[src/rtl/rxf_pkg.sv]
package rxf_pkg;
    localparam int DATA_W = 9;
    localparam int SR_W   = DATA_W + 2;
    localparam int CNT_W  = $clog2(SR_W + 1);

    typedef struct packed {
        logic [DATA_W-1:0] data;
        logic              fe;
        logic              noisy;
    } frame_t;
endpackage

[src/rtl/rxf_shift.sv]
module rxf_shift
    import rxf_pkg::*;
(
    input  logic   clk,
    input  logic   rst_n,
    input  logic   rx_en,
    input  logic   bit_stb,
    input  logic   bit_val,
    input  logic   bit_noisy,
    input  logic   nine_bit,
    output logic   busy,
    output logic   start_evt,
    output logic   done,
    output frame_t frame
);
    localparam logic [CNT_W-1:0] LAST8 = CNT_W'(SR_W - 2);
    localparam logic [CNT_W-1:0] LAST9 = CNT_W'(SR_W - 1);

    typedef struct packed {
        logic             busy;
        logic [CNT_W-1:0] idx;
        logic [SR_W-1:0]  sr;
        logic             noisy;
        logic             done;
        frame_t           frame;
    } st_t;

    st_t st_d, st_q;
    logic [SR_W-1:0]  sr_new;
    logic [CNT_W-1:0] last_idx;
    logic             unused_lsb;

    assign sr_new     = {bit_val, st_q.sr[SR_W-1:1]};
    assign last_idx   = nine_bit ? LAST9 : LAST8;
    assign start_evt  = rx_en & bit_stb & ~st_q.busy & ~bit_val;
    assign unused_lsb = sr_new[0];

    always_comb begin
        st_d      = st_q;
        st_d.done = 1'b0;
        if (!rx_en) begin
            st_d.busy = 1'b0;
            st_d.idx  = '0;
        end else if (bit_stb) begin
            if (!st_q.busy) begin
                if (!bit_val) begin
                    st_d.busy  = 1'b1;
                    st_d.idx   = CNT_W'(1);
                    st_d.sr    = {1'b0, {(SR_W-1){1'b1}}};
                    st_d.noisy = bit_noisy;
                end
            end else begin
                st_d.sr    = sr_new;
                st_d.noisy = st_q.noisy | bit_noisy;
                st_d.idx   = st_q.idx + 1'b1;
                if (st_q.idx == last_idx) begin
                    st_d.busy        = 1'b0;
                    st_d.idx         = '0;
                    st_d.done        = 1'b1;
                    st_d.frame.data  = nine_bit ? sr_new[SR_W-2:1]
                                                : {1'b0, sr_new[SR_W-2:2]};
                    st_d.frame.fe    = ~bit_val;
                    st_d.frame.noisy = st_q.noisy | bit_noisy;
                end
            end
        end
    end

    always_ff @(posedge clk or negedge rst_n) begin
        if (!rst_n) st_q <= '0;
        else        st_q <= st_d;
    end

    assign busy  = st_q.busy;
    assign done  = st_q.done;
    assign frame = st_q.frame;

    AST_DONE_IS_PULSE: assert property (@(posedge clk) disable iff (!rst_n)
        done |=> !done);
    AST_START_OPENS_FRAME: assert property (@(posedge clk) disable iff (!rst_n)
        start_evt |=> busy);
endmodule

[src/rtl/rxf_idle.sv]
module rxf_idle
    import rxf_pkg::*;
(
    input  logic clk,
    input  logic rst_n,
    input  logic rx_en,
    input  logic bit_stb,
    input  logic bit_val,
    input  logic busy,
    input  logic start_evt,
    input  logic idle_after_stop,
    input  logic nine_bit,
    output logic idle_evt
);
    localparam logic [CNT_W-1:0] LEN8 = CNT_W'(SR_W - 1);
    localparam logic [CNT_W-1:0] LEN9 = CNT_W'(SR_W);

    typedef struct packed {
        logic [CNT_W-1:0] cnt;
        logic             armed;
        logic             evt;
    } st_t;

    st_t st_d, st_q;
    logic [CNT_W-1:0] target;

    assign target = nine_bit ? LEN9 : LEN8;

    always_comb begin
        st_d     = st_q;
        st_d.evt = 1'b0;
        if (!rx_en) begin
            st_d.cnt   = '0;
            st_d.armed = 1'b0;
        end else if (bit_stb) begin
            if (start_evt) st_d.armed = 1'b1;
            if (!bit_val || (idle_after_stop && busy)) begin
                st_d.cnt = '0;
            end else begin
                if (st_q.cnt != target) st_d.cnt = st_q.cnt + 1'b1;
                if (st_q.armed && (st_q.cnt == target - 1'b1)) begin
                    st_d.evt   = 1'b1;
                    st_d.armed = 1'b0;
                end
            end
        end
    end

    always_ff @(posedge clk or negedge rst_n) begin
        if (!rst_n) st_q <= '0;
        else        st_q <= st_d;
    end

    assign idle_evt = st_q.evt;

    AST_IDLE_AFTER_ONE: assert property (@(posedge clk) disable iff (!rst_n)
        idle_evt |-> $past(bit_val) && $past(bit_stb));
    AST_IDLE_ONCE: assert property (@(posedge clk) disable iff (!rst_n)
        idle_evt |=> !idle_evt);
endmodule

[src/rtl/rxf_status.sv]
module rxf_status
    import rxf_pkg::*;
(
    input  logic              clk,
    input  logic              rst_n,
    input  logic              done,
    input  frame_t            frame,
    input  logic              idle_evt,
    input  logic              nine_bit,
    input  logic              par_en,
    input  logic              par_odd,
    input  logic              wake_addr,
    input  logic              rwu_set,
    input  logic              clr_rx,
    input  logic              clr_idle,
    output logic [DATA_W-1:0] data,
    output logic              full,
    output logic              ovr,
    output logic              nf,
    output logic              fe,
    output logic              pe,
    output logic              brk,
    output logic              idle,
    output logic              rwu
);
    typedef struct packed {
        logic [DATA_W-1:0] data;
        logic              full;
        logic              ovr;
        logic              nf;
        logic              fe;
        logic              pe;
        logic              brk;
        logic              idle;
        logic              rwu;
    } st_t;

    st_t  st_d, st_q;
    logic msb;
    logic accept;

    assign msb    = nine_bit ? frame.data[DATA_W-1] : frame.data[DATA_W-2];
    assign accept = ~st_q.rwu | (wake_addr & msb);

    always_comb begin
        st_d = st_q;
        if (clr_rx) begin
            st_d.full = 1'b0;
            st_d.ovr  = 1'b0;
            st_d.nf   = 1'b0;
            st_d.fe   = 1'b0;
            st_d.pe   = 1'b0;
            st_d.brk  = 1'b0;
        end
        if (clr_idle) st_d.idle = 1'b0;
        if (done && accept) begin
            st_d.rwu = 1'b0;
            if (st_d.full) begin
                st_d.ovr = 1'b1;
            end else begin
                st_d.data = frame.data;
                st_d.full = 1'b1;
                st_d.nf   = frame.noisy;
                st_d.fe   = frame.fe;
                st_d.pe   = par_en & ((^frame.data) != par_odd);
                st_d.brk  = frame.fe & (frame.data == '0);
            end
        end
        if (idle_evt) begin
            if (st_q.rwu) begin
                if (!wake_addr) st_d.rwu = 1'b0;
            end else begin
                st_d.idle = 1'b1;
            end
        end
        if (rwu_set) st_d.rwu = 1'b1;
    end

    always_ff @(posedge clk or negedge rst_n) begin
        if (!rst_n) st_q <= '0;
        else        st_q <= st_d;
    end

    assign data = st_q.data;
    assign full = st_q.full;
    assign ovr  = st_q.ovr;
    assign nf   = st_q.nf;
    assign fe   = st_q.fe;
    assign pe   = st_q.pe;
    assign brk  = st_q.brk;
    assign idle = st_q.idle;
    assign rwu  = st_q.rwu;

    AST_OVR_KEEPS_DATA: assert property (@(posedge clk) disable iff (!rst_n)
        $rose(st_q.ovr) |-> $stable(st_q.data));
    AST_NOISE_WITH_FULL: assert property (@(posedge clk) disable iff (!rst_n)
        $rose(st_q.nf) |-> $rose(st_q.full));
    AST_FE_WITH_FULL: assert property (@(posedge clk) disable iff (!rst_n)
        $rose(st_q.fe) |-> $rose(st_q.full));
    AST_IDLE_ONLY_AWAKE: assert property (@(posedge clk) disable iff (!rst_n)
        $rose(st_q.idle) |-> !$past(st_q.rwu));
    AST_BRK_HAS_FE: assert property (@(posedge clk) disable iff (!rst_n)
        st_q.brk |-> st_q.fe);
endmodule

[src/rtl/rx_framer.sv]
module rx_framer
    import rxf_pkg::*;
(
    input  logic       clk,
    input  logic       rst_n,
    input  logic       rx_en,
    input  logic       bit_stb,
    input  logic       bit_val,
    input  logic       bit_noisy,
    input  logic       nine_bit,
    input  logic       par_en,
    input  logic       par_odd,
    input  logic       idle_after_stop,
    input  logic       wake_addr,
    input  logic       rwu_set,
    input  logic       clr_rx,
    input  logic       clr_idle,
    input  logic       rie,
    input  logic       ilie,
    output logic [7:0] rx_data,
    output logic       rx_bit8,
    output logic       full,
    output logic       overrun,
    output logic       noise,
    output logic       frame_err,
    output logic       parity_err,
    output logic       brk,
    output logic       idle,
    output logic       rwu,
    output logic       irq_rx,
    output logic       irq_idle
);
    logic              busy, start_evt, done, idle_evt;
    frame_t            frame;
    logic [DATA_W-1:0] data;

    rxf_shift u_shift (
        .clk(clk), .rst_n(rst_n), .rx_en(rx_en), .bit_stb(bit_stb),
        .bit_val(bit_val), .bit_noisy(bit_noisy), .nine_bit(nine_bit),
        .busy(busy), .start_evt(start_evt), .done(done), .frame(frame)
    );

    rxf_idle u_idle (
        .clk(clk), .rst_n(rst_n), .rx_en(rx_en), .bit_stb(bit_stb),
        .bit_val(bit_val), .busy(busy), .start_evt(start_evt),
        .idle_after_stop(idle_after_stop), .nine_bit(nine_bit),
        .idle_evt(idle_evt)
    );

    rxf_status u_status (
        .clk(clk), .rst_n(rst_n), .done(done), .frame(frame),
        .idle_evt(idle_evt), .nine_bit(nine_bit), .par_en(par_en),
        .par_odd(par_odd), .wake_addr(wake_addr), .rwu_set(rwu_set),
        .clr_rx(clr_rx), .clr_idle(clr_idle), .data(data), .full(full),
        .ovr(overrun), .nf(noise), .fe(frame_err), .pe(parity_err),
        .brk(brk), .idle(idle), .rwu(rwu)
    );

    assign rx_data  = data[7:0];
    assign rx_bit8  = data[DATA_W-1];
    assign irq_rx   = (full | overrun) & rie;
    assign irq_idle = idle & ilie;
endmodule

[config.mk]
export PLATFORM = sky130hd
export DESIGN_NAME = rx_framer
export DESIGN_NICKNAME = d
export VERILOG_FILES = /design/src/rtl/rxf_pkg.sv /design/src/rtl/rxf_shift.sv /design/src/rtl/rxf_idle.sv /design/src/rtl/rxf_status.sv /design/src/rtl/rx_framer.sv
export SDC_FILE = /design/constraint.sdc
export NUM_CORES = 1
export LEC_CHECK = 0
export BUFFER_PORTS_ARGS = -buffer_cell sky130_fd_sc_hd__buf_2
export CAP_MARGIN = 20
export CORE_ASPECT_RATIO = 0.5
export CORE_MARGIN = 8
export CORE_UTILIZATION = 60
export CTS_BUF_LIST = sky130_fd_sc_hd__clkbuf_16
export DETAILED_ROUTE_END_ITERATION = 10
export GPL_TIMING_DRIVEN = 0
export PLACE_DENSITY = 0.83
export SKIP_LAST_GASP = 1
export SYNTH_ARGS = -nofsm -noshare
export SYNTH_HDL_FRONTEND = slang
export SYNTH_SLANG_ARGS = --single-unit
export TNS_END_PERCENT = 100
[constraint.sdc]
create_clock -name clk -period 3.9 [get_ports clk]
set_input_delay 0.39 -clock clk [delete_from_list [all_inputs] [get_ports clk]]
set_output_delay 0.39 -clock clk [all_outputs]
set_load 0.01 [all_outputs]
Word-level counts from Yosys, hierarchy flattened
Index checks and enable logic that the tools add are counted.
{ "totals": {"output_inout_bits": 19, "input_bits": 16, "register_bits": 52} }
{ "op_classes": {"n_mux": 31, "n_addsub": 3, "n_eq_ne": 8, "n_bitwise": 15, "reduce_logical": 12} }
{ "op_table": {"columns": ["op", "n"], "rows": [
  ["12-bit two-way mux", 3],
  ["17-bit two-way mux", 2],
  ["29-bit two-way mux", 1],
  ["6-bit two-way mux", 3],
  ["5-bit two-way mux", 3],
  ["4-bit two-way mux", 3],
  ["1-bit two-way mux", 11],
  ["9-bit logical NOT", 1],
  ["9-bit two-way mux", 1],
  ["9-bit XOR reduction", 1],
  ["4-bit by 1-bit adder with 4-bit output, second input constant", 2],
  ["1-bit bitwise AND", 8],
  ["4-bit == test", 2],
  ["2-bit two-way mux", 4],
  ["2-bit AND reduction", 3],
  ["2-bit by 1-bit inequality test with 1-bit output, second input constant", 2],
  ["4-bit inequality test", 1],
  ["1-bit inverter", 4],
  ["4-bit AND reduction", 1],
  ["4-bit by 1-bit subtractor with 4-bit output, second input constant", 1],
  ["1-bit logical AND", 3],
  ["3-bit by 1-bit inequality test with 1-bit output, second input constant", 1],
  ["3-bit by 2-bit inequality test with 1-bit output, second input constant", 1],
  ["1-bit OR", 3],
  ["other kinds (4)", 4]
]} }

Logic depth before layout (Yosys ltp)
{ "logic_depth": {"ltp_word": 9, "depth_mapped": 7, "depth_no_buf": 6} }

Hierarchy
A second synthesis with hierarchy kept.
{ "unflattened": {"cells_unflattened": 227, "area_unflattened_um2": 2581.2} }
{ "by_module_without_submodules": {"columns": ["module", "instances", "area_per_inst_um2", "cells_per_inst"], "rows": [
  ["rxf_shift", 1, 1308.8, 119],
  ["rxf_status", 1, 878.3, 69],
  ["rxf_idle", 1, 380.4, 37],
  ["rx_framer", 1, 13.8, 2]
]} }

Least setup slack after synthesis
OpenSTA, ideal clock, no wires.
{ "synth_timing": {"kind": "input -> register", "start": "input port nine_bit", "end": "register u_status.st_q, in the netlist u_status.data[1]", "n_path_buf": 3, "t_arrival_ps": 1524, "setup_time_ps": 125, "setup_slack_ps": 2252, "stages": 7, "cell_sequence": "buf_6 > mux2i_1 > o21ai_1 > and3_1 > buf_2 > buf_6 > mux2_2"} }
{ "synth_via": {"elab_chain_cells": 5} }
{ "synth_lines": {"columns": ["element", "line_no", "text"], "rows": [
  ["from (decl)", "rx_framer.sv:10", "input logic nine_bit,"],
  ["1-bit two-way mux", "rxf_status.sv:42", "assign msb = nine_bit ? frame.data[DATA_W-1] : frame.data[DATA_W-2];"],
  ["1-bit bitwise AND", "rxf_status.sv:43", "assign accept = ~st_q.rwu | (wake_addr & msb);"],
  ["1-bit OR", "rxf_status.sv:43", null],
  ["1-bit logical AND", "rxf_status.sv:56", "if (done && accept) begin"],
  ["2-bit AND reduction (no source line)", null, null],
  ["to (signal assigned)", "rxf_status.sv:81", "else st_q <= st_d;"],
  ["to (decl)", "rxf_status.sv:38", "st_t st_d, st_q;"]
]} }
Every way passes these cells.
A chain may end at the register's enable or synchronous reset.

Final worst setup path
{ "layout_timing": {"start": "register u_shift.st_q[24] in the netlist's numbering", "end": "register u_shift.st_q[24] in the netlist's numbering"} }
{ "layout_via": {"elab_chain_cells": 5} }
{ "layout_lines": {"columns": ["element", "line_no", "text"], "rows": [
  ["from (decl)", "rxf_shift.sv:28", "st_t st_d, st_q;"],
  ["from (signal assigned)", "rxf_shift.sv:71", "else st_q <= st_d;"],
  ["4-bit by 1-bit adder with 4-bit output or 4-bit == test (tied branches)", "rxf_shift.sv:55, rxf_shift.sv:56", null],
  ["5-bit two-way mux (*)", "rxf_shift.sv:56", "if (st_q.idx == last_idx) begin"],
  ["17-bit two-way mux (*)", "rxf_shift.sv:45", "if (!st_q.busy) begin"],
  ["29-bit two-way mux (*)", "rxf_shift.sv:44", "end else if (bit_stb) begin"],
  ["5-bit two-way mux (*)", "rxf_shift.sv:41", "if (!rx_en) begin"]
]} }
Every way passes the cells marked *; elsewhere a longest branch is shown, timed or not. The select of a mux whose other input is x is not followed.

==> flow_summary_export.csv <==
group,metric,value,unit
detailed_routing,num_vias,1783,
timing,fmax,0.5835,GHz
grt,grt_max_degree,51,
detailed_routing,first_pass_iters,4,
clocking,cts.sinks,50,
setup_path,critical_path.max_stage_delay,440,ps
setup_path,crit_path_start_kind,"flip-flop",
timing,final-hold-violation-count,0,
grt,grt-ovfl-total,0,
outcome,outcome,"completed",
die,rows,16,
die,core_area,0.003924,mm^2
final_layout,multiInputGateArea,0.001077,mm^2
timing,tightest_slew,631.5,ps
timing,maxSlewViolCount,0,
place,placed_area,0.002685,mm^2
synthesis,yosys-mux-area-fraction,10.29,%
synthesis,netlist_instances,220,
min_path,hold_class,"input port to flip-flop",
detailed_routing,drc,0,
detailed_routing,drt-vias-per-instance,5.642,
synthesis,async_flop_share,100.0,%
setup_path,cp_slowest_cell,"dfrtp_1",
synthesis,syn-num-nets,242,
synthesis,synth_flop_cell,"dfrtp_1",
clocking,cts_setup_buffers,0,
clocking,ctsResizeCount,0,
synthesis,synth_top_family_by_area,"compound AO/OA/AOI/OAI gates",
final_layout,final_layout_size_suffix_gt1_share,26.34,%
final_layout,nets,283,
power,leakagePower,1.354,nW
die,die_w,106.5,um
final_layout,syn_to_final_growth,17.26,%
clocking,clock_tree.root_cell,"clkbuf_16",
setup_path,crit_type,"flip-flop to flip-flop",
synthesis,synth_warnings,0,
die,die_h,61.26,um
synthesis,synth_area_per_cell,11.17,um^2
final_layout,finalNonFillerCells,316,
die,start_util,62.63,%
detailed_routing,wirelength,5170,um
setup_path,arrival,1890,ps
detailed_routing,drtIter0Drc,85,
timing,rsz0062_at_grt,"false",
clocking,cts_max_level,2,
timing,fin_worst_skew,6.061,ps
timing,fin_tns_setup,0,ps
timing,setup_viol,0,
clocking,cts_buffers,5,
place,dpl_worst_slack,1995,ps
synthesis,yosysUniqueCellTypes,48,
flow_run,max_cap_viol_count,0,
setup_path,required,4080,ps
clocking,cts_tree,"built",
synthesis,synth_fa_ha_area_share,3.055,%
synthesis,synth-edff-count,0,
die,num_io_pins,35,
synthesis,netlist_area,0.002457,mm^2
setup_path,cp_cell_sequence,"or3b_4, a21oi_1, o21ai_0, a22o_1",
clocking,clockBufferDepth,2,
synthesis,synth-xor-area-share,1.986,%
clocking,insertion_delay,290,ps
power,peakVddDrop,228.1,uV
place,placedCellCount,306,
grt,grt_pass1_wl,8859,um
final_layout,stdcell_area,0.002882,mm^2
clocking,clk_pin_slew,60,ps
grt,grt_pass1_vias,1856,
place,dp_hpwl,3700,um
synthesis,yosysSeqAreaShare,50.92,%
place,place.gp.congestion,0.8605,
synthesis,synth-simple-area-share,12.93,%
timing,fin_crit_sh,43.94,%
final_layout,antenna_cells,0,
setup_path,critPathMaxFanout,6,
grt,grt_usage,17.39,%
grt,antenna_found_initial,0,
synthesis,postSynthRegisterBits,50,
synthesis,synth-compound-area-share,15.58,%
detailed_routing,wire_per_inst,16.36,um
final_layout,layout.area.seq,0.001251,mm^2
timing,period_needed,1714,ps
final_layout,fill_cells,273,
timing,layout_setup_ws,2186,ps
setup_path,crit_path_end_kind,"flip-flop",
place,portBuffers,32,
detailed_routing,detail-route-antenna-nets,0,
power,powerDensity,381.8,mW/mm^2
die,die_area,0.006524,mm^2
timing,slew_headroom,57.90,%
[metrics by stage]
| stage | hold WS [ps] | util (%) | power (mW) |
|---|---|---|---|
| after floorplan | 94.41 | - | 0.5891 |
| after global routing | 292.5 | 73.44 | 1.141 |
| after CTS | 294.3 | 72.67 | 1.104 |
| after global placement | 472.0 | 68.43 | 0.6161 |
| after detailed placement | 481.9 | 68.43 | 0.6202 |
| final | 294.1 | 73.44 | 1.100 |
[report_power, final]
part	switching, mW	internal (mW)
registers	0.0127	0.529
clock network	0.184	0.300
logic	0.0431	0.0307
[kinds of logic after synthesis]
family                     after synthesis
DFF                                     50
muxes                                   24
buffers and inverters                   27
AOI/OAI and AO/OA                       48
and+or+nand+nor                         61
xor gates and xnor gates                 4
adders and majority gates                6
[cell usage in the layout (no fill, tap or decap), types with 2 or more instances in the layout]
master / count
o22a_1: 8
a21oi_2: 9
nor2b_1: 2
a21oi_1: 4
mux2_2: 9
and2_1: 2
ha_1: 6
nand2_1: 10
dfrtp_1: 50
inv_1: 18
buf_6: 3
buf_2: 33
nor3_1: 4
clkbuf_16: 5
o21ai_0: 5
clkbuf_1: 5
and3_1: 2
nand3_1: 8
o21a_1: 3
nor2_1: 16
mux2i_1: 14
xor2_1: 2
a22o_1: 2
a21boi_0: 4
nand2b_1: 10
[sequential cells by signal (all words and copies together) (netlist names), 5 cells and up]
name	cells
u_status.data	9
u_shift.sr_new	9
u_shift.frame	11
u_idle.st_q	5
u_shift.st_q	5
[per-layer routing]
metal / vias to the layer above / global-route usage [%] / wire length (um)
met2: 39 / 30.04 / 2499
met3: 10 / 4.697 / 297
met5: - / 0 / 0
met4: 0 / 8.317 / 103
met1: 879 / 20.33 / 2269
li1: 855 / - / -
[cells in the mapped netlist, types with 2 or more instances]
cell	count	area, um^2
dfrtp_1	50	1251
inv_1	17	63.81
nor2_1	16	60.06
mux2i_1	14	140.1
nand2_1	10	37.54
nand2b_1	10	62.56
a21oi_2	9	78.83
mux2_2	9	101.4
nand3_1	8	40.04
o22a_1	8	70.07
ha_1	6	75.07
clkbuf_1	5	18.77
o21ai_0	5	25.02
a21boi_0	4	30.03
a21oi_1	4	20.02
nor3_1	4	20.02
buf_6	3	33.78
o21a_1	3	22.52
a22o_1	2	17.52
and2_1	2	12.51
and3_1	2	12.51
nor2b_1	2	12.51
xor2_1	2	17.52
[critical path, delay by kind of cell, from the launching register on]
kind	cells	cell delay [ps]
AOI/OAI and AO/OA	3	730
DFF	1	440
and+or+nand+nor	1	430
[layout make-up]
| cell class | count | area share [%] |
|---|---|---|
| flip-flops and latches | 50 | 43.42 |
| multi-input cells | 143 | 37.39 |
| repair buffers | 34 | 6.600 |
| clock buffers | 5 | 4.342 |
| well taps | 54 | 2.345 |
| plain buffers | 10 | 2.258 |
| inverters | 17 | 2.215 |
| clock inverters | 3 | 1.433 |
[what timing repair did]
item,in CTS,in global routing
endpoints found under the hold margin,0,7
hold buffers,0,1
endpoints found under the setup margin,0,0
[worst paths after layout]
kind	slack (ps)	startpoint	cells past startpoint	end
max	2190	u_shift.st_q[24]	4	u_shift.st_q[24]
min	290	clr_idle	2	u_status.idle
max in group asynchronous	2950	rst_n	3	u_status.fe
min reg2reg	500	u_status.data[3]	1	u_status.data[3]
min in group asynchronous	480	rst_n	2	u_shift.busy
max reg2reg	2190	u_shift.st_q[24]	4	u_shift.st_q[24]
No activity file was read; power rests on OpenSTA's default activity.
